`config.mk`:
```
export PLATFORM = sky130hd
export DESIGN_NAME = i2c_bus_unjam
export DESIGN_NICKNAME = d
export VERILOG_FILES = /design/src/rtl/unjam_pkg.sv /design/src/rtl/unjam_step_timer.sv /design/src/rtl/unjam_pulse_ctr.sv /design/src/rtl/i2c_bus_unjam.sv
export SDC_FILE = /design/constraint.sdc
export NUM_CORES = 1
export LEC_CHECK = 0
export BUFFER_PORTS_ARGS = -buffer_cell sky130_fd_sc_hd__buf_2
export CORE_MARGIN = 3
export CORE_UTILIZATION = 60
export CTS_CLUSTER_DIAMETER = 60
export CTS_CLUSTER_SIZE = 28
export DETAILED_ROUTE_END_ITERATION = 6
export PLACE_DENSITY = 0.78
export SYNTH_ARGS = -nofsm -noshare
export SYNTH_HDL_FRONTEND = slang
export SYNTH_SLANG_ARGS = --single-unit
```
`constraint.sdc`:
```
create_clock -name clk_i -period 2.64 [get_ports clk_i]
set_clock_uncertainty 0.15 [all_clocks]
set_input_delay 0.264 -clock clk_i [delete_from_list [all_inputs] [get_ports clk_i]]
set_output_delay 0.264 -clock clk_i [all_outputs]
set_load 0.005 [all_outputs]
```
`src/rtl/unjam_pkg.sv`:
```
package unjam_pkg;

    typedef enum logic [2:0] {
        ST_IDLE,
        ST_RELEASE,
        ST_SCL_LO,
        ST_SCL_HI,
        ST_SDA_LO,
        ST_STOP,
        ST_RESTORE
    } unjam_state_e;

    typedef struct packed {
        unjam_state_e state;
        logic         sda_free;
        logic         done;
    } unjam_regs_t;

endpackage

```
`src/rtl/unjam_step_timer.sv`:
```
module unjam_step_timer #(
    parameter int unsigned STEP_CYC = 500
) (
    input  logic clk_i,
    input  logic rst_ni,
    input  logic run_i,
    output logic tick_o
);
    localparam int unsigned CW = (STEP_CYC > 1) ? $clog2(STEP_CYC) : 1;
    localparam logic [CW-1:0] LAST = CW'(STEP_CYC - 1);

    logic [CW-1:0] cnt_d, cnt_q;

    always_comb begin
        tick_o = run_i && (cnt_q == LAST);
        if (!run_i || tick_o) begin
            cnt_d = '0;
        end else begin
            cnt_d = cnt_q + 1'b1;
        end
    end

    always_ff @(posedge clk_i or negedge rst_ni) begin
        if (!rst_ni) cnt_q <= '0;
        else         cnt_q <= cnt_d;
    end
endmodule

```
`src/rtl/unjam_pulse_ctr.sv`:
```
module unjam_pulse_ctr #(
    parameter int unsigned PULSES = 9
) (
    input  logic clk_i,
    input  logic rst_ni,
    input  logic clear_i,
    input  logic inc_i,
    output logic last_o
);
    localparam int unsigned PW = (PULSES > 1) ? $clog2(PULSES) : 1;
    localparam logic [PW-1:0] LAST = PW'(PULSES - 1);

    logic [PW-1:0] cnt_d, cnt_q;

    always_comb begin
        last_o = (cnt_q == LAST);
        cnt_d  = cnt_q;
        if (clear_i) begin
            cnt_d = '0;
        end else if (inc_i) begin
            cnt_d = cnt_q + 1'b1;
        end
    end

    always_ff @(posedge clk_i or negedge rst_ni) begin
        if (!rst_ni) cnt_q <= '0;
        else         cnt_q <= cnt_d;
    end
endmodule

```
`src/rtl/i2c_bus_unjam.sv`:
```
module i2c_bus_unjam
    import unjam_pkg::*;
#(
    parameter int unsigned STEP_CYC = 500,
    parameter int unsigned PULSES   = 9
) (
    input  logic clk_i,
    input  logic rst_ni,
    input  logic start_i,
    input  logic core_scl_oe_i,
    input  logic core_sda_oe_i,
    input  logic sda_in_i,
    output logic scl_oe_o,
    output logic sda_oe_o,
    output logic busy_o,
    output logic done_o,
    output logic sda_free_o
);
    localparam unjam_regs_t REGS_RST = '{state: ST_IDLE, sda_free: 1'b0, done: 1'b0};

    unjam_regs_t r_d, r_q;
    logic        step_run;
    logic        step_tick;
    logic        pulse_last;
    logic        own;
    logic        scl_pull;
    logic        sda_pull;

    assign step_run = (r_q.state != ST_IDLE) && (r_q.state != ST_RESTORE);

    unjam_step_timer #(.STEP_CYC(STEP_CYC)) u_timer (
        .clk_i  (clk_i),
        .rst_ni (rst_ni),
        .run_i  (step_run),
        .tick_o (step_tick)
    );

    unjam_pulse_ctr #(.PULSES(PULSES)) u_pulses (
        .clk_i   (clk_i),
        .rst_ni  (rst_ni),
        .clear_i (r_q.state == ST_IDLE),
        .inc_i   (step_tick && (r_q.state == ST_SCL_HI)),
        .last_o  (pulse_last)
    );

    always_comb begin
        r_d      = r_q;
        r_d.done = 1'b0;
        unique case (r_q.state)
            ST_IDLE:    if (start_i)   r_d.state = ST_RELEASE;
            ST_RELEASE: if (step_tick) r_d.state = ST_SCL_LO;
            ST_SCL_LO:  if (step_tick) r_d.state = ST_SCL_HI;
            ST_SCL_HI:  if (step_tick) r_d.state = pulse_last ? ST_SDA_LO : ST_SCL_LO;
            ST_SDA_LO:  if (step_tick) r_d.state = ST_STOP;
            ST_STOP: begin
                if (step_tick) begin
                    r_d.state    = ST_RESTORE;
                    r_d.sda_free = sda_in_i;
                end
            end
            ST_RESTORE: begin
                r_d.state = ST_IDLE;
                r_d.done  = 1'b1;
            end
            default:    r_d.state = ST_IDLE;
        endcase
    end

    always_ff @(posedge clk_i or negedge rst_ni) begin
        if (!rst_ni) r_q <= REGS_RST;
        else         r_q <= r_d;
    end

    // Ownership mux: override pattern while stepping, core drive otherwise.
    always_comb begin
        own      = step_run;
        scl_pull = (r_q.state == ST_SCL_LO);
        sda_pull = (r_q.state == ST_SDA_LO);
        scl_oe_o = own ? scl_pull : core_scl_oe_i;
        sda_oe_o = own ? sda_pull : core_sda_oe_i;
    end

    assign busy_o     = (r_q.state != ST_IDLE);
    assign done_o     = r_q.done;
    assign sda_free_o = r_q.sda_free;

endmodule

```
==> results of run 1 <==
-- state kept, by name (all words and copies together), names as in the netlist --
name            count
done_o              1
r_q                 3
sda_free_o          1
u_pulses.cnt_q      4
u_timer.cnt_q       9
-- per-layer routing --
layer  part of all wire [%]  vias up  global-route usage (%)  wire length (um)
met2                     46       22                    30.3               905
met3                    4.9        5                    4.89                97
li1                       -      415                       -                 -
met5                      0        -                       0                 0
met4                    1.7        0                    8.06                34
met1                     48      416                    28.5               950
-- cells in the final DEF (no fill, tap or decap), types with 3 or more instances in the layout --
| cell type | Yosys | layout |
|---|---|---|
| dfrtp_1 | 18 | 18 |
| buf_2 | 2 | 10 |
| inv_1 | 7 | 7 |
| o21ai_0 | 6 | 6 |
| nand2_1 | 5 | 5 |
| nand3_1 | 4 | 4 |
| nand4_1 | 4 | 4 |
| or3_1 | 4 | 4 |
| a21oi_2 | 4 | 4 |
| a21oi_1 | 4 | 4 |
| nor2b_1 | 3 | 3 |
| nor2_1 | 3 | 3 |
| nand4b_1 | 3 | 3 |
| ha_1 | 3 | 3 |
| clkbuf_4 | 0 | 3 |
-- synthesized netlist by cell type (2+ instances only) --
master / instances / share of area, %
nor3_1: 2 / 0.95
a21oi_1: 4 / 1.9
nand4b_1: 3 / 2.5
nor2b_1: 3 / 1.8
o21ai_0: 6 / 2.9
nor4_1: 2 / 1.2
nor2_1: 3 / 1.1
a31oi_1: 2 / 1.2
nand2_1: 5 / 1.8
a21oi_2: 4 / 3.3
o31ai_1: 2 / 1.4
ha_1: 3 / 3.6
buf_2: 2 / 0.95
inv_1: 7 / 2.5
clkbuf_1: 3 / 1.1
nand3_1: 4 / 1.9
nand4_1: 4 / 2.4
and3_1: 2 / 1.2
dfrtp_1: 18 / 43
xnor2_1: 2 / 1.7
nand2b_1: 2 / 1.2
or3_1: 4 / 2.4
nor2_2: 2 / 1.2
-- metrics by stage --
| step | util, % | std cells |
|---|---|---|
| 3_3_place_gp | 69.2 | 128 |
| 5_1_grt | 72.1 | 133 |
| 6_report | 72.1 | 133 |
| 3_5_place_dp | 69.2 | 128 |
| 4_1_cts | 72.1 | 133 |
| 2_1_floorplan | - | 108 |
-- where the power goes --
part | internal [uW] | switching [uW] | total (uW) | leakage, uW
combinational | 73.7 | 76.1 | 150 | 0.000233
clock | 84.2 | 89.2 | 173 | 0.0000210
sequential | 326 | 62.0 | 388 | 0.000233
total | 484 | 227 | 711 | 0.000487
-- logic make-up (layout without fill, tap and decap cells) --
| family | Yosys count | count (layout) | synth area share (%) |
|---|---|---|---|
| XOR/XNOR | 3 | 3 | 2.49 |
| adder cells (fa/ha/maj) | 3 | 3 | 3.56 |
| multiplexers | 1 | 1 | 1.07 |
| AO/OA/AOI/OAI | 25 | 25 | 16.3 |
| flip-flops | 18 | 18 | 42.8 |
| AND/OR/NAND/NOR | 45 | 45 | 28.3 |
| buffers and inverters | 13 | 22 | 5.58 |
-- final cells by class --
cell class,instances,area (um2)
tap,16,20.0
timing repair buffer,11,60.1
multi-input combinational,77,544
inverter,7,26.3
sequential,18,450
clock buffer,4,36.3
fill,118,439
-- worst min path at each step --
stage	from	to	slack, ns	depth (start not counted)
2_1_floorplan	rst_ni	done_o	-0.18	0
3_3_place_gp	rst_ni	u_timer.cnt_q[4]	0.06	1
3_5_place_dp	rst_ni	u_timer.cnt_q[6]	0.06	1
4_1_cts	sda_in_i	sda_free_o	0.03	2
5_1_grt	sda_in_i	sda_free_o	0.04	2
6_report	sda_in_i	sda_free_o	0.04	2
-- critical path, delay by kind of cell (launching register included) --
family | cells | cell delay (ns)
flip-flops | 1 | 0.57
AND/OR/NAND/NOR | 1 | 0.41
buffers and inverters | 2 | 0.24
==> metrics, run 1 <==
status=finished, final reports clean; PnR worst setup slack=0.700 ns; cts hold-fix bufs=1; crit path capture=busy_o; DP HPWL=1420 um; crit path max fanout=18; Setup violations, final=0; RSZ-0062 raised after global routing=no; number of synthesized flops with an enable pin=0; mapped cell area=about 1100 um2; share of cells above drive strength 1=20.5%; # DRC=0; Leak=0.000487 uW; cts bufs inserted=3; depth of the most critical reg-to-reg path=4; Final min period=between 1.5 and 2 ns; gr usage total=around a fifth; Crit-path slowest cell=dfrtp_1; Clock transition at path regs=0.10 ns; first-pass GRT wire length=3240 um; Primary FF master, synth=dfrtp_1; crit path kind=reg2out; row cnt=14; DP Area=1090 um2; ANT nets after route=0; n_diodes=0; flop2flop setup slack=0.73 ns; CTS H-tree depth=1; DR pass1 iterations=4; final worst path period share=73.5%; die width=47.9 um; Setup Buffers After CTS=0; Max clock buf depth=2; Synth warnings=0; crit path DAT=between 1.5 and 2 ns; PwrDens=625 nW/um2; Post-Place Setup Slack=0.747 ns; startpoint types=flip-flop; Crit. End Element=primary output; initial antenna violation count=0; Synth Area per Inst=9.75 um2; CORE AREA=1580 um2; Initial Util=66.8%; drt wl/cell=approximately 15 um; CP cell instances=nor3_1 > inv_1 > buf_2; total gr overflow=0; Async S/R FF share, synth=100%; largest net degree at the start of global routing=19; fin area=around 1100 um2; VDD IR-drop max=0.626 mV; CTS sink cnt=18; Crit. Startpoint=r_q[3]; Layout area overhead=7.96%; die height=47.9 um; Critical Path RT=2.23 ns; worst stage delay on the critical path=0.57 ns; clk_lat worst skew=0.30 ns; gpl congestion=0.879; Final Hold Vio Count=0; Pwr Total=~700 uW; final number of max-transition violations=0; R2R Path Start=u_timer.cnt_q[0]; vias in the first global route=735; I/O Buffers=10; Initial DRC Count=25; #FFs+latches synth=18; Net Count, Synth=117; sequential area share after synthesis=42.8%; Mapped Cells=around 110; worst hold-check path type=in2reg; clock root buffer=clkbuf_4; CTS tree=yes; Vias=858; max_slew headroom=65.9%; max-cap viol count=0; Top-Level Pins=11; vias per cell=6.45; reg2reg end=sda_free_o; drt total wl=1990 um; Hold Worst Slack=0.0387 ns; Max Fclk=slightly above 500 MHz; die area=2290 um2; Slew @ Worst Pin=0.511 ns; Resized cells post-CTS=0; distinct cell type count after synthesis=42; nets@finish=127; setup TNS=0 ns
(Power assumes the default switching activity.)
==> run 2, diff against run 1 <==
- CORE_UTILIZATION: 60 -> 51
- PLACE_DENSITY: 0.78 -> 0.7
- clock period: 2.64 -> 1.67 ns (I/O delays scaled with it)
==> run 2 against run 1 <==
- routed wire length rose by 15%
- sequential power grew 59%
- clock power up 55%
- final cell count rose by 23%
- die area up 15%
- design area is 22% higher
- core utilization grew 3.3 points
- global-route usage decreased by 0.15 points
- register-to-register slack worse by 0.68 ns
- via count is 6.1% higher
==> metrics, run 2 (synthesis results as in run 1) <==
worst hold-check path type=in2reg; PwrDens=881 nW/um2 (+41%); most common cell after layout, fill and taps aside=dfrtp_1; Multi-input gate area=597 um2 (+9.7%); fill count=146 (+24%); reg2reg end=u_timer.cnt_q[8]; crit path max fanout=7 (-11); biggest registers after layout=u_timer.cnt_q (9), u_pulses.cnt_q (4), r_q (3); cts bufs inserted=3 (unchanged); clk_lat worst skew=0.29 ns (about the same); # DRC=0 (unchanged); Largest Register=u_timer.cnt_q; R2R Path Start=u_timer.cnt_q[0]; max reg flops=9 (unchanged); gpl congestion=0.793 (-9.8%); initial antenna violation count=0 (unchanged); Crit. Startpoint=r_q[4]; Setup violations, final=0 (unchanged); CTS tree=yes; largest net degree at the start of global routing=19 (unchanged); first-pass GRT wire length=3970 um (+23%); flop2flop setup slack=0.05 ns (-0.68 ns); startpoint types=flip-flop; Max Fclk=607 MHz; n_diodes=0 (unchanged); nets@finish=148 (+17%); Final Core Density=75.4% (+3.3 points); Initial DRC Count=14 (-44%); most frequent cells in the layout=dfrtp_1, buf_4, buf_2; Crit. End Element=primary output; Post-Layout Cell Count=163 (+23%); drt wl/cell=14.0 um (-6.4%); DP HPWL=1670 um (+18%); VDD IR-drop max=1.03 mV (+64%); Critical Path RT=1.35 ns (-0.88 ns); depth of the most critical reg-to-reg path=5 (+1); Layout area overhead=31.7%; final worst path period share=between 90% and 100%; HP Start=start_i; CTS H-tree depth=1 (unchanged); gr usage total=20.3% (-0.15 points); Clock transition at path regs=0.10 ns (about the same); Post-Place Setup Slack=0.0379 ns (-0.710 ns); vias in the first global route=916 (+25%); die area=2650 um2 (+15%); row cnt=15 (+1); fin area=1390 um2 (+22%); Initial Util=57.3% (-9.5 points); clock root buffer=clkbuf_4; total gr overflow=0 (unchanged); Max clock buf depth=2 (unchanged); max_slew headroom=73.9% (+8.0 points); drt total wl=2280 um (+15%); DR pass1 iterations=4 (unchanged); I/O Buffers=10 (unchanged); Sequential Area=454 um2 (+0.83%); Leak=0.000600 uW (+23%); crit path kind=reg2out; Vias=910 (+6.1%); Top-Level Pins=11 (unchanged); share of cells above drive strength 1=39.9% (+19 points); Final Hold Vio Count=0 (unchanged); die height=51.5 um (+7.4%); Placed Cells=152 (+19%); max-cap viol count=0 (unchanged); DP Area=1230 um2 (+13%); Slew @ Worst Pin=0.391 ns (-0.120 ns); vias per cell=5.58 (-13%); CORE AREA=1840 um2 (+17%); PnR worst setup slack=0.0223 ns (-0.677 ns); status=finished, final reports clean; sink of the worst hold path=r_q[2]; ANT nets after route=0 (unchanged); final number of max-transition violations=0 (unchanged); die width=51.5 um (+7.4%); Hold Worst Slack=0.102 ns (+0.0637 ns); Final min period=roughly 1.6 ns; CTS sink cnt=18 (unchanged); WHS Path Cells=4 (+2); crit path DAT=1.33 ns (-0.20 ns); RSZ-0062 raised after global routing=yes
==> run 2: changes by cell type in the layout (fill, tap and decap cells not counted), moves of 2 or more <==
cell and delta:
buf_4 +14, buf_6 +6, dfrtp_1 -3, dfrtp_2 +3
inv_1 -2, inv_2 +2
==> run 2: per-stage QoR <==
stage / TNS (ns) / total power, uW
finish: 0 / 1220
global route: -0.0820 / 1310
CTS: 0 / 1190
detailed placement: 0 / 914
global placement: 0 / 898
floorplan: 0 / 813
==> run 2: power breakdown <==
part / internal [uW] / leakage, uW / switching [uW] / total, uW
registers: 515 / 0.000229 / 101 / 616
clock network: 133 / 0.0000210 / 136 / 269
logic: 191 / 0.000350 / 147 / 338
==> run 2: cell type report <==
type / count / share of cell area (%)
clock buffers: 4 / 2.61
multi-input cells: 77 / 43.0
inverters: 7 / 1.89
well taps: 25 / 2.25
flip-flops and latches: 18 / 32.7
repair buffers: 32 / 17.5
==> run 2: worst max path at each step <==
stage	endpoint	slack [ns]	cells past startpoint
after floorplan	u_timer.cnt_q[8]	0.04	5
after global placement	u_timer.cnt_q[6]	0.06	5
after detailed placement	u_timer.cnt_q[8]	0.04	5
after CTS	scl_oe_o	0.01	4
after global routing	scl_oe_o	-0.04	4
final	scl_oe_o	0.02	4
==> run 2: metal layers <==
layer | track usage [%] | routed length [um] | vias up
met3 | 3.50 | 53 | 2
met5 | 0 | 0 | -
li1 | - | - | 460
met4 | 9.17 | 22 | 0
met1 | 27.8 | 1130 | 436
met2 | 31.1 | 1080 | 12
==> run 2: repair_timing <==
| item | in CTS | in global routing |
|---|---|---|
| setup buffers | 0 | 5 |
| endpoints found under the setup margin | 2 | 14 |
| hold endpoints to repair | 19 | 0 |
| pin swaps | 0 | 4 |
| resized for setup | 2 | 16 |
| hold buffers | 2 | 0 |
==> run 2: critical path, cell delays in order, from the launching register on <==
cell	delay [ns]
dfrtp_2	0.50
buf_6	0.15
o21bai_1	0.14
a21oi_1	0.12
buf_2	0.13
==> run 3, diff against run 2 <==
- CTS_BUF_LIST: not set -> sky130_fd_sc_hd__clkbuf_16
==> run 3 against run 2 <==
- first-iteration DRC count grew 71%
- sequential cell count is the same
- via count grew 1.4%
- core utilization shrank 0.61 points
- routed wire length grew 0.75%
- register-to-register slack is essentially flat
- combinational power is essentially flat
==> metrics, run 3 (synthesis results as in run 1) <==
CTS H-tree depth=1 (unchanged); fill count=148 (+1.4%); drt wl/cell=14.3 um (+2.0%); I/O Buffers=10 (unchanged); biggest registers after layout=u_timer.cnt_q (9), u_pulses.cnt_q (4), r_q (3); Slew @ Worst Pin=0.395 ns (+0.00315 ns); DR pass1 iterations=4 (unchanged); initial antenna violation count=0 (unchanged); vias per cell=5.73 (+2.7%); CTS sink cnt=18 (unchanged); depth of the most critical reg-to-reg path=5 (unchanged); CTS tree=yes; Crit. End Element=primary output; die height=51.5 um (unchanged); Largest Register=u_timer.cnt_q; max_slew headroom=73.7% (-0.21 points); Vias=923 (+1.4%); crit path max fanout=6 (-1); vias in the first global route=923 (+0.76%); Initial Util=57.3% (unchanged); drt total wl=2300 um (+0.75%); gpl congestion=0.793 (unchanged); Pwr Total=1440 uW (+18%); fin area=1380 um2 (-0.81%); final worst path period share=96.6% (-2.1 points); clk_lat worst skew=0.25 ns (-0.04 ns); Leak=0.000607 uW (+1.2%); PwrDens=1050 nW/um2 (+19%); setup TNS=0 ns (unchanged); RSZ-0062 raised after global routing=no; # DRC=0 (unchanged); max reg flops=9 (unchanged); most frequent cells in the layout=dfrtp_1, buf_4, buf_2; n_diodes=0 (unchanged); Max clock buf depth=2 (unchanged); Top-Level Pins=11 (unchanged); status=finished, final reports clean; DP HPWL=1670 um (unchanged); Clock transition at path regs=0.05 ns (-0.05 ns); max-cap viol count=0 (unchanged); total gr overflow=0 (unchanged); Max Fclk=620 MHz (+2.2%); die area=2650 um2 (unchanged); first-pass GRT wire length=4130 um (+4.2%); HP Start=sda_in_i; Setup violations, final=0 (unchanged); startpoint types=flip-flop; die width=51.5 um (unchanged); row cnt=15 (unchanged); Layout area overhead=30.6%; clock root buffer=clkbuf_16; Final Hold Vio Count=0 (unchanged); WHS Path Cells=2 (-2); Final min period=1.61 ns (-0.0349 ns); sink of the worst hold path=sda_free_o; ANT nets after route=0 (unchanged); final number of max-transition violations=0 (unchanged); crit path DAT=1.30 ns (-0.03 ns); nets@finish=146 (-1.4%); Initial DRC Count=24 (+10); cts bufs inserted=3 (unchanged); CORE AREA=1840 um2 (unchanged); gr usage total=20.9% (+0.63 points); share of cells above drive strength 1=33.8% (-6.0 points); worst hold-check path type=in2reg; VDD IR-drop max=0.925 mV (-9.9%); Critical Path RT=1.35 ns (about the same); DP Area=1230 um2 (unchanged); reg2reg end=u_timer.cnt_q[3]; R2R Path Start=u_timer.cnt_q[0]; flop2flop setup slack=0.06 ns (about the same); largest net degree at the start of global routing=19 (unchanged); crit path kind=reg2out
[run 3: worst max path at each step]
stage                           startpoint          endpoint  slack, ns  cells after the start
after floorplan           u_timer.cnt_q[0]  u_timer.cnt_q[8]       0.04                      5
after CTS                 u_timer.cnt_q[1]  u_timer.cnt_q[8]       0.02                      5
final                               r_q[3]          scl_oe_o       0.06                      5
after global routing      u_timer.cnt_q[0]  u_timer.cnt_q[1]      0.002                      5
after global placement    u_timer.cnt_q[1]  u_timer.cnt_q[6]       0.06                      5
after detailed placement  u_timer.cnt_q[1]  u_timer.cnt_q[8]       0.04                      5
[run 3: cell type report]
| cell class | count | area [um2] | area share [%] |
|---|---|---|---|
| sequential | 18 | 452 | 32.8 |
| timing repair buffer | 30 | 210 | 15.3 |
| clock inverter | 1 | 3.75 | 0.273 |
| clock buffer | 3 | 75.1 | 5.45 |
| tap | 25 | 31.3 | 2.27 |
| inverter | 7 | 26.3 | 1.91 |
| multi-input combinational | 77 | 578 | 42.0 |
[run 3: worst max-delay path: stages (launching register included)]
cell and delay [ns]:
dfrtp_1 0.43, buf_6 0.15, buf_4 0.13, o21bai_1 0.13, a21oi_1 0.08, buf_2 0.13
[run 3: per-stage QoR]
step,utilization (%),setup slack [ns],hold WS [ns],instances
after floorplan,-,0.0417,-0.279,108
after global routing,74.8,0.00212,0.0203,161
after detailed placement,67.1,0.0379,-0.0305,152
final,74.8,0.0572,0.00199,161
after global placement,67.1,0.0646,-0.0307,152
after CTS,71.9,0.0152,0.000885,157
[run 3: where the power goes]
part	total (uW)	internal [uW]	switching, uW
combinational	340	190	150
sequential	618	517	101
clock	482	318	164
[run 3: what timing repair did]
action / CTS / global route
buffers inserted: 0 / 4
resized for setup: 0 / 6
hold endpoints to repair: 18 / 0
hold buffers: 1 / 0
endpoints found under the setup margin: 0 / 12
[run 3: routing by layer]
metal	share of wire [%]	global-route usage (%)	vias up
met5	0	0	-
met4	0.61	6.55	0
met3	2.5	4.37	2
met2	47	33.7	11
met1	49	28.0	452
li1	-	-	458
